$ cat config.mk
export PLATFORM = sky130hd
export DESIGN_NAME = flash_cmd_seq
export DESIGN_NICKNAME = d
export VERILOG_FILES = /design/src/rtl/flash_seq_pkg.sv /design/src/rtl/flash_seq_script.sv /design/src/rtl/flash_seq_toggle.sv /design/src/rtl/flash_cmd_seq.sv
export SDC_FILE = /design/constraint.sdc
export NUM_CORES = 1
export LEC_CHECK = 0
export ABC_AREA = 1
export CAP_MARGIN = 5
export CORE_MARGIN = 10
export CORE_UTILIZATION = 45
export CTS_BUF_LIST = sky130_fd_sc_hd__clkbuf_2
export DETAILED_ROUTE_END_ITERATION = 7
export GPL_TIMING_DRIVEN = 0
export PLACE_DENSITY = 0.78
export RECOVER_POWER = 50
export SLEW_MARGIN = 25
export SYNTH_ARGS = -nofsm -noshare
export SYNTH_HDL_FRONTEND = slang
export SYNTH_SLANG_ARGS = --single-unit
export TNS_END_PERCENT = 5
$ cat constraint.sdc
create_clock -name clk -period 1.8 [get_ports clk]
set_input_delay 0.36 -clock clk [delete_from_list [all_inputs] [get_ports clk]]
set_output_delay 0.36 -clock clk [all_outputs]
set_load 0.005 [all_outputs]
$ cat src/rtl/flash_seq_pkg.sv
package flash_seq_pkg;

    typedef enum logic [1:0] {
        OP_PROG       = 2'd0,
        OP_CHIP_ERASE = 2'd1,
        OP_MAIN_ERASE = 2'd2,
        OP_ID_READ    = 2'd3
    } flash_op_e;

    typedef enum logic [2:0] {
        ST_IDLE, ST_WSETUP, ST_WPULSE, ST_WHOLD, ST_RLOW, ST_RHIGH, ST_DONE
    } seq_state_e;

    typedef enum logic { CYC_WRITE, CYC_READ } cyc_kind_e;
    typedef enum logic [1:0] { AD_UNLOCK1, AD_UNLOCK2, AD_HOST } addr_sel_e;

    typedef struct packed {
        cyc_kind_e kind;
        addr_sel_e asel;
        logic      host_data;
        logic [7:0] code;
    } script_entry_t;

    localparam logic [15:0] UNLOCK1_ADDR = 16'h5555;
    localparam logic [15:0] UNLOCK2_ADDR = 16'h2AAA;

    function automatic int ns_to_cyc(input int ns, input int clk_ps);
        int c;
        c = (ns * 1000 + clk_ps - 1) / clk_ps;
        return (c < 1) ? 1 : c;
    endfunction

    function automatic int max_of(input int a, input int b);
        return (a > b) ? a : b;
    endfunction

    function automatic logic [2:0] script_len(input flash_op_e op);
        case (op)
            OP_PROG:    return 3'd4;
            OP_ID_READ: return 3'd5;
            default:    return 3'd6;
        endcase
    endfunction

    function automatic logic op_polls(input flash_op_e op);
        return op != OP_ID_READ;
    endfunction

    function automatic script_entry_t wr(input addr_sel_e a, input logic [7:0] c);
        script_entry_t e;
        e.kind = CYC_WRITE; e.asel = a; e.host_data = 1'b0; e.code = c;
        return e;
    endfunction

    function automatic script_entry_t script_step(input flash_op_e op, input logic [2:0] idx);
        script_entry_t e;
        case (idx)
            3'd0: e = wr(AD_UNLOCK1, 8'hAA);
            3'd1: e = wr(AD_UNLOCK2, 8'h55);
            3'd2: e = wr(AD_UNLOCK1, (op == OP_PROG) ? 8'hA0 :
                                     (op == OP_ID_READ) ? 8'h90 : 8'h80);
            3'd3: begin
                if (op == OP_PROG) begin
                    e = wr(AD_HOST, 8'h00);
                    e.host_data = 1'b1;
                end else if (op == OP_ID_READ) begin
                    e = wr(AD_HOST, 8'h00);
                    e.kind = CYC_READ;
                end else begin
                    e = wr(AD_UNLOCK1, 8'hAA);
                end
            end
            3'd4: e = (op == OP_ID_READ) ? wr(AD_UNLOCK1, 8'hF0) : wr(AD_UNLOCK2, 8'h55);
            default: e = wr(AD_UNLOCK1, (op == OP_CHIP_ERASE) ? 8'h10 : 8'h30);
        endcase
        return e;
    endfunction

endpackage

$ cat src/rtl/flash_seq_script.sv
module flash_seq_script
    import flash_seq_pkg::*;
#(
    parameter int ADDR_W = 16,
    parameter int DATA_W = 16
) (
    input  flash_op_e          op,
    input  logic [2:0]         idx,
    input  logic [ADDR_W-1:0]  host_addr,
    input  logic [DATA_W-1:0]  host_data,
    output cyc_kind_e          kind,
    output logic [ADDR_W-1:0]  addr,
    output logic [DATA_W-1:0]  data
);
    script_entry_t ent;

    always_comb begin
        ent  = script_step(op, idx);
        kind = ent.kind;
        case (ent.asel)
            AD_UNLOCK1: addr = ADDR_W'(UNLOCK1_ADDR);
            AD_UNLOCK2: addr = ADDR_W'(UNLOCK2_ADDR);
            default:    addr = host_addr;
        endcase
        if (ent.host_data) data = host_data;
        else               data = DATA_W'(ent.code);
    end
endmodule

$ cat src/rtl/flash_seq_toggle.sv
module flash_seq_toggle (
    input  logic clk,
    input  logic rst,
    input  logic clear,
    input  logic capture,
    input  logic bit_in,
    output logic settled
);
    logic prev_q, have_prev_q;

    always_ff @(posedge clk) begin
        if (rst || clear) begin
            prev_q      <= 1'b0;
            have_prev_q <= 1'b0;
            settled     <= 1'b0;
        end else if (capture) begin
            prev_q      <= bit_in;
            have_prev_q <= 1'b1;
            settled     <= have_prev_q && (prev_q == bit_in);
        end
    end

    // a fresh request never starts with a stale match
    assert_clear_settle_R7: assert property (@(posedge clk) disable iff (rst)
        clear |=> !settled);
endmodule

$ cat src/rtl/flash_cmd_seq.sv
module flash_cmd_seq
    import flash_seq_pkg::*;
#(
    parameter int ADDR_W   = 16,
    parameter int DATA_W   = 16,
    parameter int CLK_PS   = 5000,
    parameter int TAS_NS   = 5,
    parameter int TWP_NS   = 90,
    parameter int TWPH_NS  = 90,
    parameter int TRD_NS   = 40,
    parameter int TOEH_NS  = 150,
    parameter int POLL_MAX = 1000
) (
    input  logic              clk,
    input  logic              rst,
    input  logic              req,
    input  logic [1:0]        req_op,
    input  logic [ADDR_W-1:0] req_addr,
    input  logic [DATA_W-1:0] req_data,
    output logic              ack,
    output logic              done,
    output logic              err,
    output logic [DATA_W-1:0] rdata,
    output logic [ADDR_W-1:0] f_addr,
    output logic [DATA_W-1:0] f_dout,
    input  logic [DATA_W-1:0] f_din,
    output logic              f_dq_oe,
    output logic              f_ce_n,
    output logic              f_oe_n,
    output logic              f_we_n
);
    localparam int T_AS   = ns_to_cyc(TAS_NS, CLK_PS);
    localparam int T_WP   = ns_to_cyc(TWP_NS, CLK_PS);
    localparam int T_WPH  = ns_to_cyc(TWPH_NS, CLK_PS);
    localparam int T_RD   = ns_to_cyc(TRD_NS, CLK_PS);
    localparam int T_OEH  = ns_to_cyc(TOEH_NS, CLK_PS);
    localparam int T_MAX  = max_of(max_of(max_of(T_AS, T_WP), max_of(T_WPH, T_RD)), T_OEH);
    localparam int CNT_W  = $clog2(T_MAX + 1);
    localparam int POLL_W = $clog2(POLL_MAX + 1);

    seq_state_e          state_q;
    flash_op_e           op_q;
    logic [CNT_W-1:0]    cnt_q, phase_len;
    logic [2:0]          step_q;
    logic [POLL_W-1:0]   polls_q;
    logic                polling_q, err_q, settled, last;
    logic [ADDR_W-1:0]   addr_q, ent_addr;
    logic [DATA_W-1:0]   data_q, ent_data, rdata_q;
    cyc_kind_e           ent_kind;
    script_entry_t       nxt_ent;

    flash_seq_script #(.ADDR_W(ADDR_W), .DATA_W(DATA_W)) u_script (
        .op(op_q), .idx(step_q), .host_addr(addr_q), .host_data(data_q),
        .kind(ent_kind), .addr(ent_addr), .data(ent_data)
    );

    flash_seq_toggle u_toggle (
        .clk(clk), .rst(rst), .clear(ack),
        .capture(state_q == ST_RLOW && last && polling_q),
        .bit_in(f_din[6]), .settled(settled)
    );

    always_comb begin
        case (state_q)
            ST_WSETUP: phase_len = CNT_W'(T_AS);
            ST_WPULSE: phase_len = CNT_W'(T_WP);
            ST_WHOLD:  phase_len = CNT_W'(T_WPH);
            ST_RLOW:   phase_len = CNT_W'(T_RD);
            ST_RHIGH:  phase_len = CNT_W'(T_OEH);
            default:   phase_len = CNT_W'(1);
        endcase
        last    = (cnt_q == phase_len - CNT_W'(1));
        nxt_ent = script_step(op_q, step_q + 3'd1);
    end

    always_ff @(posedge clk) begin
        if (rst) begin
            state_q   <= ST_IDLE;
            op_q      <= OP_PROG;
            cnt_q     <= '0;
            step_q    <= '0;
            polls_q   <= '0;
            polling_q <= 1'b0;
            err_q     <= 1'b0;
            addr_q    <= '0;
            data_q    <= '0;
            rdata_q   <= '0;
        end else begin
            case (state_q)
                ST_IDLE: if (req) begin
                    op_q      <= flash_op_e'(req_op);
                    addr_q    <= req_addr;
                    data_q    <= req_data;
                    step_q    <= '0;
                    cnt_q     <= '0;
                    polls_q   <= '0;
                    polling_q <= 1'b0;
                    err_q     <= 1'b0;
                    state_q   <= ST_WSETUP;
                end
                ST_WSETUP, ST_WPULSE: begin
                    if (last) begin
                        cnt_q   <= '0;
                        state_q <= (state_q == ST_WSETUP) ? ST_WPULSE : ST_WHOLD;
                    end else cnt_q <= cnt_q + CNT_W'(1);
                end
                ST_RLOW: begin
                    if (last) begin
                        cnt_q   <= '0;
                        rdata_q <= f_din;
                        if (polling_q) polls_q <= polls_q + POLL_W'(1);
                        state_q <= ST_RHIGH;
                    end else cnt_q <= cnt_q + CNT_W'(1);
                end
                ST_WHOLD, ST_RHIGH: begin
                    if (!last) cnt_q <= cnt_q + CNT_W'(1);
                    else begin
                        cnt_q <= '0;
                        if (polling_q) begin
                            if (settled) state_q <= ST_DONE;
                            else if (polls_q == POLL_W'(POLL_MAX)) begin
                                err_q   <= 1'b1;
                                state_q <= ST_DONE;
                            end else state_q <= ST_RLOW;
                        end else if (step_q == script_len(op_q) - 3'd1) begin
                            if (op_polls(op_q)) begin
                                polling_q <= 1'b1;
                                state_q   <= ST_RLOW;
                            end else state_q <= ST_DONE;
                        end else begin
                            step_q  <= step_q + 3'd1;
                            state_q <= (nxt_ent.kind == CYC_READ) ? ST_RLOW : ST_WSETUP;
                        end
                    end
                end
                default: state_q <= ST_IDLE;
            endcase
        end
    end

    always_comb begin
        f_ce_n  = !(state_q inside {ST_WSETUP, ST_WPULSE, ST_WHOLD, ST_RLOW, ST_RHIGH});
        f_we_n  = (state_q != ST_WPULSE);
        f_oe_n  = (state_q != ST_RLOW);
        f_dq_oe = (state_q inside {ST_WSETUP, ST_WPULSE, ST_WHOLD});
        f_addr  = f_ce_n ? '0 : (polling_q ? addr_q : ent_addr);
        f_dout  = f_dq_oe ? ent_data : '0;
        ack     = (state_q == ST_IDLE) && req;
        done    = (state_q == ST_DONE);
        err     = err_q;
        rdata   = rdata_q;
    end

    // ---------------- checks ----------------
    logic [CNT_W:0] we_lo_cnt;
    always_ff @(posedge clk) begin
        if (rst || f_we_n) we_lo_cnt <= '0;
        else if (we_lo_cnt != '1) we_lo_cnt <= we_lo_cnt + 1'b1;
    end

    assert_we_width_R5: assert property (@(posedge clk) disable iff (rst)
        $rose(f_we_n) |-> (we_lo_cnt >= (CNT_W+1)'(T_WP)));

    assert_oe_high_in_write_R5: assert property (@(posedge clk) disable iff (rst)
        f_dq_oe |-> (f_oe_n && !f_ce_n));

    assert_strobe_hold_R5: assert property (@(posedge clk) disable iff (rst)
        !f_we_n |=> (f_we_n || ($stable(f_addr) && $stable(f_dout))));

    assert_accept_starts_R1: assert property (@(posedge clk) disable iff (rst)
        ack |=> (!f_ce_n && !ack));

    assert_done_pulse_R9: assert property (@(posedge clk) disable iff (rst)
        done |-> (f_ce_n && f_we_n && f_oe_n) ##1 !done);

    always_comb begin
        if (!rst) assert_poll_bound_R8: assert (polls_q <= POLL_W'(POLL_MAX));
    end
endmodule

# After elaboration in Yosys (flattened, before gate mapping)
# Index checks and enable logic that the tools add are counted.
[word_totals] reg_bits=76 elab_cells=134
[op_classes] add_sub_neg=5 eq_ne=34 n_mux=54 n_reduce_logical=28
[ops] operator="$mux 16" count=4
[ops] operator="$pmux 12 s5" count=1
[ops] operator="$pmux 11 s5" count=1
[ops] operator="$mux 3" count=15
[ops] operator="$mux 10" count=4
[ops] operator="$pmux 16 s2" count=1
[ops] operator="$mux 12" count=2
[ops] operator="$ne 2x2->1 const B" count=11
[ops] operator="$pmux 10 s2" count=1
[ops] operator="$eq 3x2->1 const B" count=6
[ops] operator="$eq 3x3->1 const B" count=5
[ops] operator="$mux 5" count=3
[ops] operator="$pmux 5 s3" count=1
[ops] operator="$pmux 3 s4" count=1
[ops] operator="$add 10x1->10 const B" count=1
[ops] operator="$eq 10x10->1 const B" count=1
[ops] operator="$mux 1" count=10
[ops] operator="$pmux 5 s2" count=1
[ops] operator="$eq 3x1->1 const B" count=3
[ops] operator="$logic_not 3->1" count=3
[ops] operator="$mux 8" count=1
[ops] operator="$reduce_and 4->1" count=2
[ops] operator="$mux 2" count=3
[ops] operator="$mux 6" count=1
[ops] operator="27 further kinds" count=39

# Longest topological paths before layout
# Gate-level depths: netlist of the first run.
[depth] ltp_word=14 ltp_mapped=13 mapped_depth_nobuf=13

# Cells and area by module
# Synthesis of the first run repeated with hierarchy kept, for this count alone.
[hier_totals] cells_unflattened=692 area_unflattened_um2=4360.4
[modules_own_cells] module="flash_cmd_seq" n_inst=1 cells_per_inst=573 area_per_inst_um2=3779.9 seq_area_each_um2=1461.4
[modules_own_cells] module="flash_seq_script" n_inst=1 cells_per_inst=105 area_per_inst_um2=466.7 seq_area_each_um2=0.0
[modules_own_cells] module="flash_seq_toggle" n_inst=1 cells_per_inst=14 area_per_inst_um2=113.9 seq_area_each_um2=60.1

# Worst setup path before layout of the first run
# Ideal clock, no wire load.
[synth_path] path_kind="reg-to-output" from="register step_q[0]" to="output f_addr[11]" arrival_ps=1466 t_required_ps=1440 setup_slack_ps=-26 path_stages_with_launch=7 n_path_buf=0 path_cell_list="dfxtp_1 -> ha_1 -> ha_1 -> a21oi_1 -> inv_1 -> o21ai_1 -> a21oi_1"
[synth_via] elab_chain_len=6
[synth_rtl] item="start: declaration" line_no="flash_cmd_seq.sv:44" text="logic [2:0] step_q;"
[synth_rtl] item="start signal: assignment" line_no="flash_cmd_seq.sv:131" text="step_q <= step_q + 3'd1;"
[synth_rtl] item="$eq 3x3->1 (tied with other cells)" line_no="flash_seq_pkg.sv:57" text="case (idx)"
[synth_rtl] item="$pmux 11 s5 *" line_no="flash_seq_pkg.sv:57"
[synth_rtl] item="$eq 2x1->1 / $logic_not 2->1 (equally long branches)" line_no="flash_seq_script.sv:20" text="case (ent.asel)"
[synth_rtl] item="$pmux 16 s2 *" line_no="flash_seq_script.sv:20"
[synth_rtl] item="$mux 16 * (2 in a row)" line_no="flash_cmd_seq.sv:146" text="f_addr = f_ce_n ? '0 : (polling_q ? addr_q : ent_addr);"
[synth_rtl] item="end: declaration" line_no="flash_cmd_seq.sv:24" text="output logic [ADDR_W-1:0] f_addr,"
# Mark *: on every way between the ends. The rest lies on a longest branch, timed or not.

# Worst setup path in the final report of the first run
[layout_path] from="register state_q[2]" to="output f_addr[3]"
[layout_via] elab_chain_len=3
[layout_rtl] item="start: declaration" line_no="flash_cmd_seq.sv:41" text="seq_state_e state_q;"
[layout_rtl] item="start signal: assignment" line_no="flash_cmd_seq.sv:104" text="state_q <= (state_q == ST_WSETUP) ? ST_WPULSE : ST_WHOLD;"
[layout_rtl] item="start signal: assignment" line_no="flash_cmd_seq.sv:132" text="state_q <= (nxt_ent.kind == CYC_READ) ? ST_RLOW : ST_WSETUP;"
[layout_rtl] item="$eq 3x1->1 (tied with other cells)" line_no="flash_cmd_seq.sv:142" text="f_ce_n = !(state_q inside {ST_WSETUP, ST_WPULSE, ST_WHOLD, ST_RLOW, ST_RHIGH});"
[layout_rtl] item="$reduce_bool 5->1 *" line_no="flash_cmd_seq.sv:142"
[layout_rtl] item="$mux 16 *" line_no="flash_cmd_seq.sv:146"
# Marks and branches as above.

==> results of run 1 <==
[what timing repair did]
action                     CTS  global route
gates resized for setup    288            61
pin swaps                   19            11
setup endpoints to repair  127           117
cloned                       1             0
setup buffers               17             1
[per-stage QoR]
step,utilization,hold slack [ns]
floorplan,-,0.427
global placement,0.597,0.433
detailed placement,0.597,0.445
CTS,0.646,0.188
global route,0.669,0.210
finish,0.669,0.223
[sequential cells by signal (all words and copies together) (netlist names)]
signal	flops
polling_q	1
addr_q	16
u_toggle.prev_q	1
rdata	16
state_q	3
step_q	3
cnt_q	5
data_q	16
u_toggle.have_prev_q	1
err	1
op_q	2
u_toggle.settled	1
polls_q	10
[cell families (layout without fill, tap and decap cells)]
group,after synthesis,after routing,share of synthesized area
simple gates,221,221,0.264
compound gates,145,145,0.189
buf+inv,97,237,0.102
flops,76,76,0.385
fa+ha+maj,12,12,0.0380
xor+xnor,10,10,0.0222
other cells,0,1,0
[worst max-delay path, cell delays in order (launching register included)]
cell and delay (ns):
dfxtp_2 0.37, buf_8 0.14, nand2_1 0.15, inv_2 0.09, nor2_4 0.17, buf_6 0.16
o21ai_4 0.06, buf_6 0.14, a21oi_1 0.12, buf_2 0.13
[power breakdown]
group | total [mW] | leakage (nW) | switching [mW] | internal (mW)
clock | 0.830 | 0.0536 | 0.645 | 0.185
sequential | 2.34 | 0.630 | 0.246 | 2.09
combinational | 4.82 | 1.81 | 2.77 | 2.05
total | 7.99 | 2.50 | 3.66 | 4.33
[Yosys cell counts (2+ instances only)]
cell / number
nand4_1: 13
nand2_2: 4
buf_2: 6
xor2_1: 9
buf_6: 2
inv_4: 2
a31oi_1: 3
o21ai_1: 20
ha_1: 12
nand2_1: 73
nor4_1: 2
buf_4: 3
o21ai_2: 2
inv_2: 3
inv_1: 65
o22ai_1: 2
dfxtp_1: 76
a21oi_1: 77
nor2_2: 13
nor2_1: 64
nand3_2: 3
nand3_1: 25
o21ai_0: 39
clkbuf_1: 16
nor3_1: 16
nand2_4: 2
[cell type report]
type | instances | area, sq um
fillers | 729 | 2860
multi-input cells | 388 | 2380
flip-flops and latches | 76 | 1550
repair buffers | 125 | 1080
inverters | 70 | 283
plain buffers | 26 | 258
well taps | 108 | 135
clock buffers | 10 | 50.0
clock inverters | 6 | 40.0
diodes | 1 | 2.50
[routing by layer]
metal | part of all wire | GRT usage | up-vias | routed length (um)
li1 | - | - | 2123 | -
met3 | 0.079 | 0.0577 | 30 | 1030
met1 | 0.40 | 0.221 | 2006 | 5220
met5 | 0 | 0 | - | 0
met2 | 0.50 | 0.332 | 157 | 6580
met4 | 0.022 | 0.0897 | 0 | 291
[path summary, 6_finish.rpt]
| kind | cells past startpoint | to | start |
|---|---|---|---|
| max reg2reg | 14 | step_q[2] | state_q[0] |
| max | 9 | f_addr[3] | state_q[2] |
| min | 2 | polls_q[2] | rst |
| min reg2reg | 2 | u_toggle.have_prev_q | u_toggle.have_prev_q |
==> flow_summary.toml, run 1 <==
[worst_hold_path]
hold_path_class = "primary input to flop"

[place]
hpwl_um = 8910
numPortBuffers = 106
place_ws_ns = -0.726
placed_area_sq_mm = 0.00515
gp_congestion = 0.864
placed_cells = 775

[synth]
syn_nets = 626
synth_top_area_share = 0.385
syn_inst = 561
synth_warnings = 0
synth_cell_types = 35
synth_top_flop_cell = "dfxtp_1"
yosysSeqAreaShare = 0.385
syn_avg_cell_area_sq_um = 7.05
syn-cell-area_sq_mm = 0.00395
ys_seq_elements = 76
synth-edff-count = 0
synthTopCellsByArea = "dfxtp_1 38%, a21oi_1 9.7%, nand2_1 6.9%"
async_reset_ff_frac = 0
yosysTopAreaCell = "dfxtp_1"

[clocking]
hold_buffers = 0
clock-sinks = 76
cts.clk_slew.worst_paths_ns = 0.23
cts_tree = "built"
h-tree-depth = 3
numCtsBuffers = 9
clock_path_buffers = 2
clk_latency_ns = 0.55
clockRootBuffer = "clkbuf_2"

[grt]
grt_pass1_wl_um = 20800
globalRouteTotalUtil = 0.196
grt_overflow_total = 0
antenna_found_initial = 0
grt_max_degree = 14
grt_pass1_vias = 4157

[sta]
slew_violations = 0
fin_crit_sh = 1.37
finalSetupViolations = 108
rsz0062_at_grt = "true"
fmax_mhz = 405
hold_viol = 0
clock_skew_ns = 0.0334
setup_tns_ns = -26.68
setup_slack_ns = -0.671
slew_headroom = 0.584
tightest_slew_ns = 0.624
post-route-min-period_ns = 2.47

[pwr]
power.total_mw = 7.99
cellLeakagePower_nw = 2.50
pwr_density_cell_mw_per_mm2 = 1380
irDropWorstVdd_v = 0.000561

[setup_path]
crit_path_end_kind = "output pin"
worstPathRequired_ns = 1.44
cp_data_arrival_time_ns = 2.11
critPathKind = "flop to output pin"
cp-start-kind = "flop"
crit_fanout = 10
reg2reg_slack_ns = -0.24

[floorplan]
core_area_sq_mm = 0.00864
dieArea_sq_mm = 0.0129
chipWidth_um = 114
row_count = 34
io_pins = 108
die_y_um = 114
initial_core_util = 0.458

[detailed_routing]
routedWlPerCell_um = 16.2
dr.pass1.iters = 5
drc = 0
vias_per_cell = 5.33
drtIter0Drc = 230
wl_um = 13100
ant_nets = 0
vias = 4316

[layout]
nets = 761
final_common_cell = "nand2_1"
fin_cells = 810
final_cell_mix = "65 x nand2_1, 61 x a21oi_1, 60 x dfxtp_1"
syn_to_final_growth_pct = 46.1
fin_area_sq_mm = 0.00578
drive_gt1_frac = 0.290

[status]
violations = "setup timing"
status = "complete, but fails checks"

[job]
cap_violations = 0
No activity file was read; power rests on OpenSTA's default activity.
==> run 2, diff against run 1 <==
==> constraint.sdc (replaced) <==
create_clock -name clk -period 1.8 [get_ports clk]
set_input_delay 0.27 -clock clk [delete_from_list [all_inputs] [get_ports clk]]
set_output_delay 0.27 -clock clk [all_outputs]
set_load 0.005 [all_outputs]
==> run 2 against run 1 <==
Net effect:
- the run still ends with setup timing left
- setup slack better by 0.16 ns
- register-to-register slack worse by 0.05 ns
- non-clock buffer count is 1 lower
- hold slack lost 0.092 ns
- largest cell class unchanged
==> flow_summary.toml, run 2 (synthesized netlist as in run 1, its figures left out) <==
[floorplan]
chipWidth_um = 114
die_y_um = 114
dieArea_sq_mm = 0.0129
core_area_sq_mm = 0.00864
io_pins = 108
initial_core_util = 0.458
row_count = 34

[detailed_routing]
ant_nets = 0
vias = 4281
vias_per_cell = 5.30
wl_um = 12600
drc = 0
routedWlPerCell_um = 15.5
drtIter0Drc = 341
dr.pass1.iters = 5

[clocking]
h-tree-depth = 3
cts.clk_slew.worst_paths_ns = 0.19
hold_buffers = 0
numCtsBuffers = 9
clockRootBuffer = "clkbuf_2"
clock_path_buffers = 2
clock-sinks = 76
cts_tree = "built"
clk_latency_ns = 0.53

[layout]
fillCellCount = 719
regArea_sq_mm = 0.00154
final_common_cell = "clkdlybuf4s50_1"
post-route-util = 0.665
multiInputGateArea_sq_mm = 0.00228
final_cell_mix = "71 x clkdlybuf4s50_1, 69 x dfxtp_1, 65 x nand2_1"
drive_gt1_frac = 0.249
syn_to_final_growth_pct = 45.3
nets = 760
fin_area_sq_mm = 0.00574

[place]
gp_congestion = 0.875
place_ws_ns = -0.764
numPortBuffers = 106
hpwl_um = 8820
placed_area_sq_mm = 0.00515

[setup_path]
cp-start-kind = "flop"
critPathKind = "flop to output pin"
crit_path_end_kind = "output pin"
cp_data_arrival_time_ns = 2.04
worstSetupStartpoint = "op_q[0]"
worstPathRequired_ns = 1.53
r2r-start = "state_q[0]"
crit_fanout = 7

[job]
cap_violations = 0

[sta]
tightest_slew_ns = 0.520
finalSetupViolations = 99
fin_crit_sh = 1.28
hold_viol = 0
rsz0062_at_grt = "true"
setup_slack_ns = -0.510
clock_skew_ns = 0.0190
slew_violations = 0
slew_headroom = 0.653
post-route-min-period_ns = 2.31
fmax_mhz = 433

[pwr]
power.total_mw = 8.13
pwr_density_cell_mw_per_mm2 = 1420
cellLeakagePower_nw = 2.37
irDropWorstVdd_v = 0.000710

[grt]
grt_overflow_total = 0
grt_pass1_vias = 4240
grt_pass1_wl_um = 20900
grt_max_degree = 13
antenna_found_initial = 0
globalRouteTotalUtil = 0.194

[worst_hold_path]
hold_path_class = "primary input to flop"
hold_path_startpoint = "rst"

[status]
violations = "setup timing"
status = "complete, but fails checks"
run 2: cell count changes in the layout (fill, tap and decap cells not counted), sizes merged, moves of 2 or more:
cell,previous run,this run
dlygate4sd2,16,5
dlymetal6s2s,3,0
inv,71,69
buf,63,53
clkdlybuf4s15,2,7
clkdlybuf4s50,53,71
bufinv,0,4
run 2: cell type report:
cell class	instances	share of cell area
antenna	1	0.000436
buffer	26	0.0412
clock buffer	9	0.00784
clock inverter	6	0.0222
inverter	70	0.0486
multi-input combinational	388	0.397
sequential	76	0.268
tap	108	0.0235
timing repair buffer	124	0.191
run 2: timing repair:
| action | in CTS | in global routing |
|---|---|---|
| pin swaps | 18 | 3 |
| cloned | 1 | 0 |
| gates resized for setup | 225 | 28 |
| hold endpoints to repair | 0 | 0 |
| setup endpoints to repair | 112 | 114 |
| buffers inserted | 17 | 0 |
run 2: through the flow:
stage          hold WS [ns]  TNS (ns)  cells
2_1_floorplan         0.398         0    561
3_3_place_gp          0.433    -25.31    775
3_5_place_dp          0.446    -29.08    775
4_1_cts               0.106    -19.10    807
5_1_grt               0.123    -38.70    807
6_report              0.131    -24.32    808
run 2: path summary, 6_finish.rpt:
path / cells past startpoint / slack (ns) / to
worst max-delay path: 8 / -0.51 / f_addr[9]
worst min-delay path: 2 / 0.13 / polls_q[3]
worst max register to register: 12 / -0.29 / rdata[8]
worst min register to register: 2 / 0.47 / u_toggle.have_prev_q
run 2: power by group:
part | switching, mW | internal, mW | total [mW]
Clock | 0.593 | 0.722 | 1.31
Sequential | 0.231 | 2.08 | 2.31
Combinational | 2.61 | 1.89 | 4.50
Total | 3.44 | 4.69 | 8.13
run 2: worst max-delay path, stage by stage, from the launching register on:
cell and delay (ns):
dfxtp_2 0.39, inv_2 0.06, ha_4 0.26, inv_2 0.05
a21oi_4 0.21, inv_4 0.10, o21ai_4 0.25, a21oi_1 0.07
buf_2 0.14
run 2: per-layer routing:
layer | vias up | track usage | part of all wire
met3 | 26 | 0.0509 | 0.069
met4 | 0 | 0.0745 | 0.022
met2 | 146 | 0.328 | 0.49
met1 | 1998 | 0.228 | 0.42
li1 | 2111 | - | -
met5 | - | 0 | 0
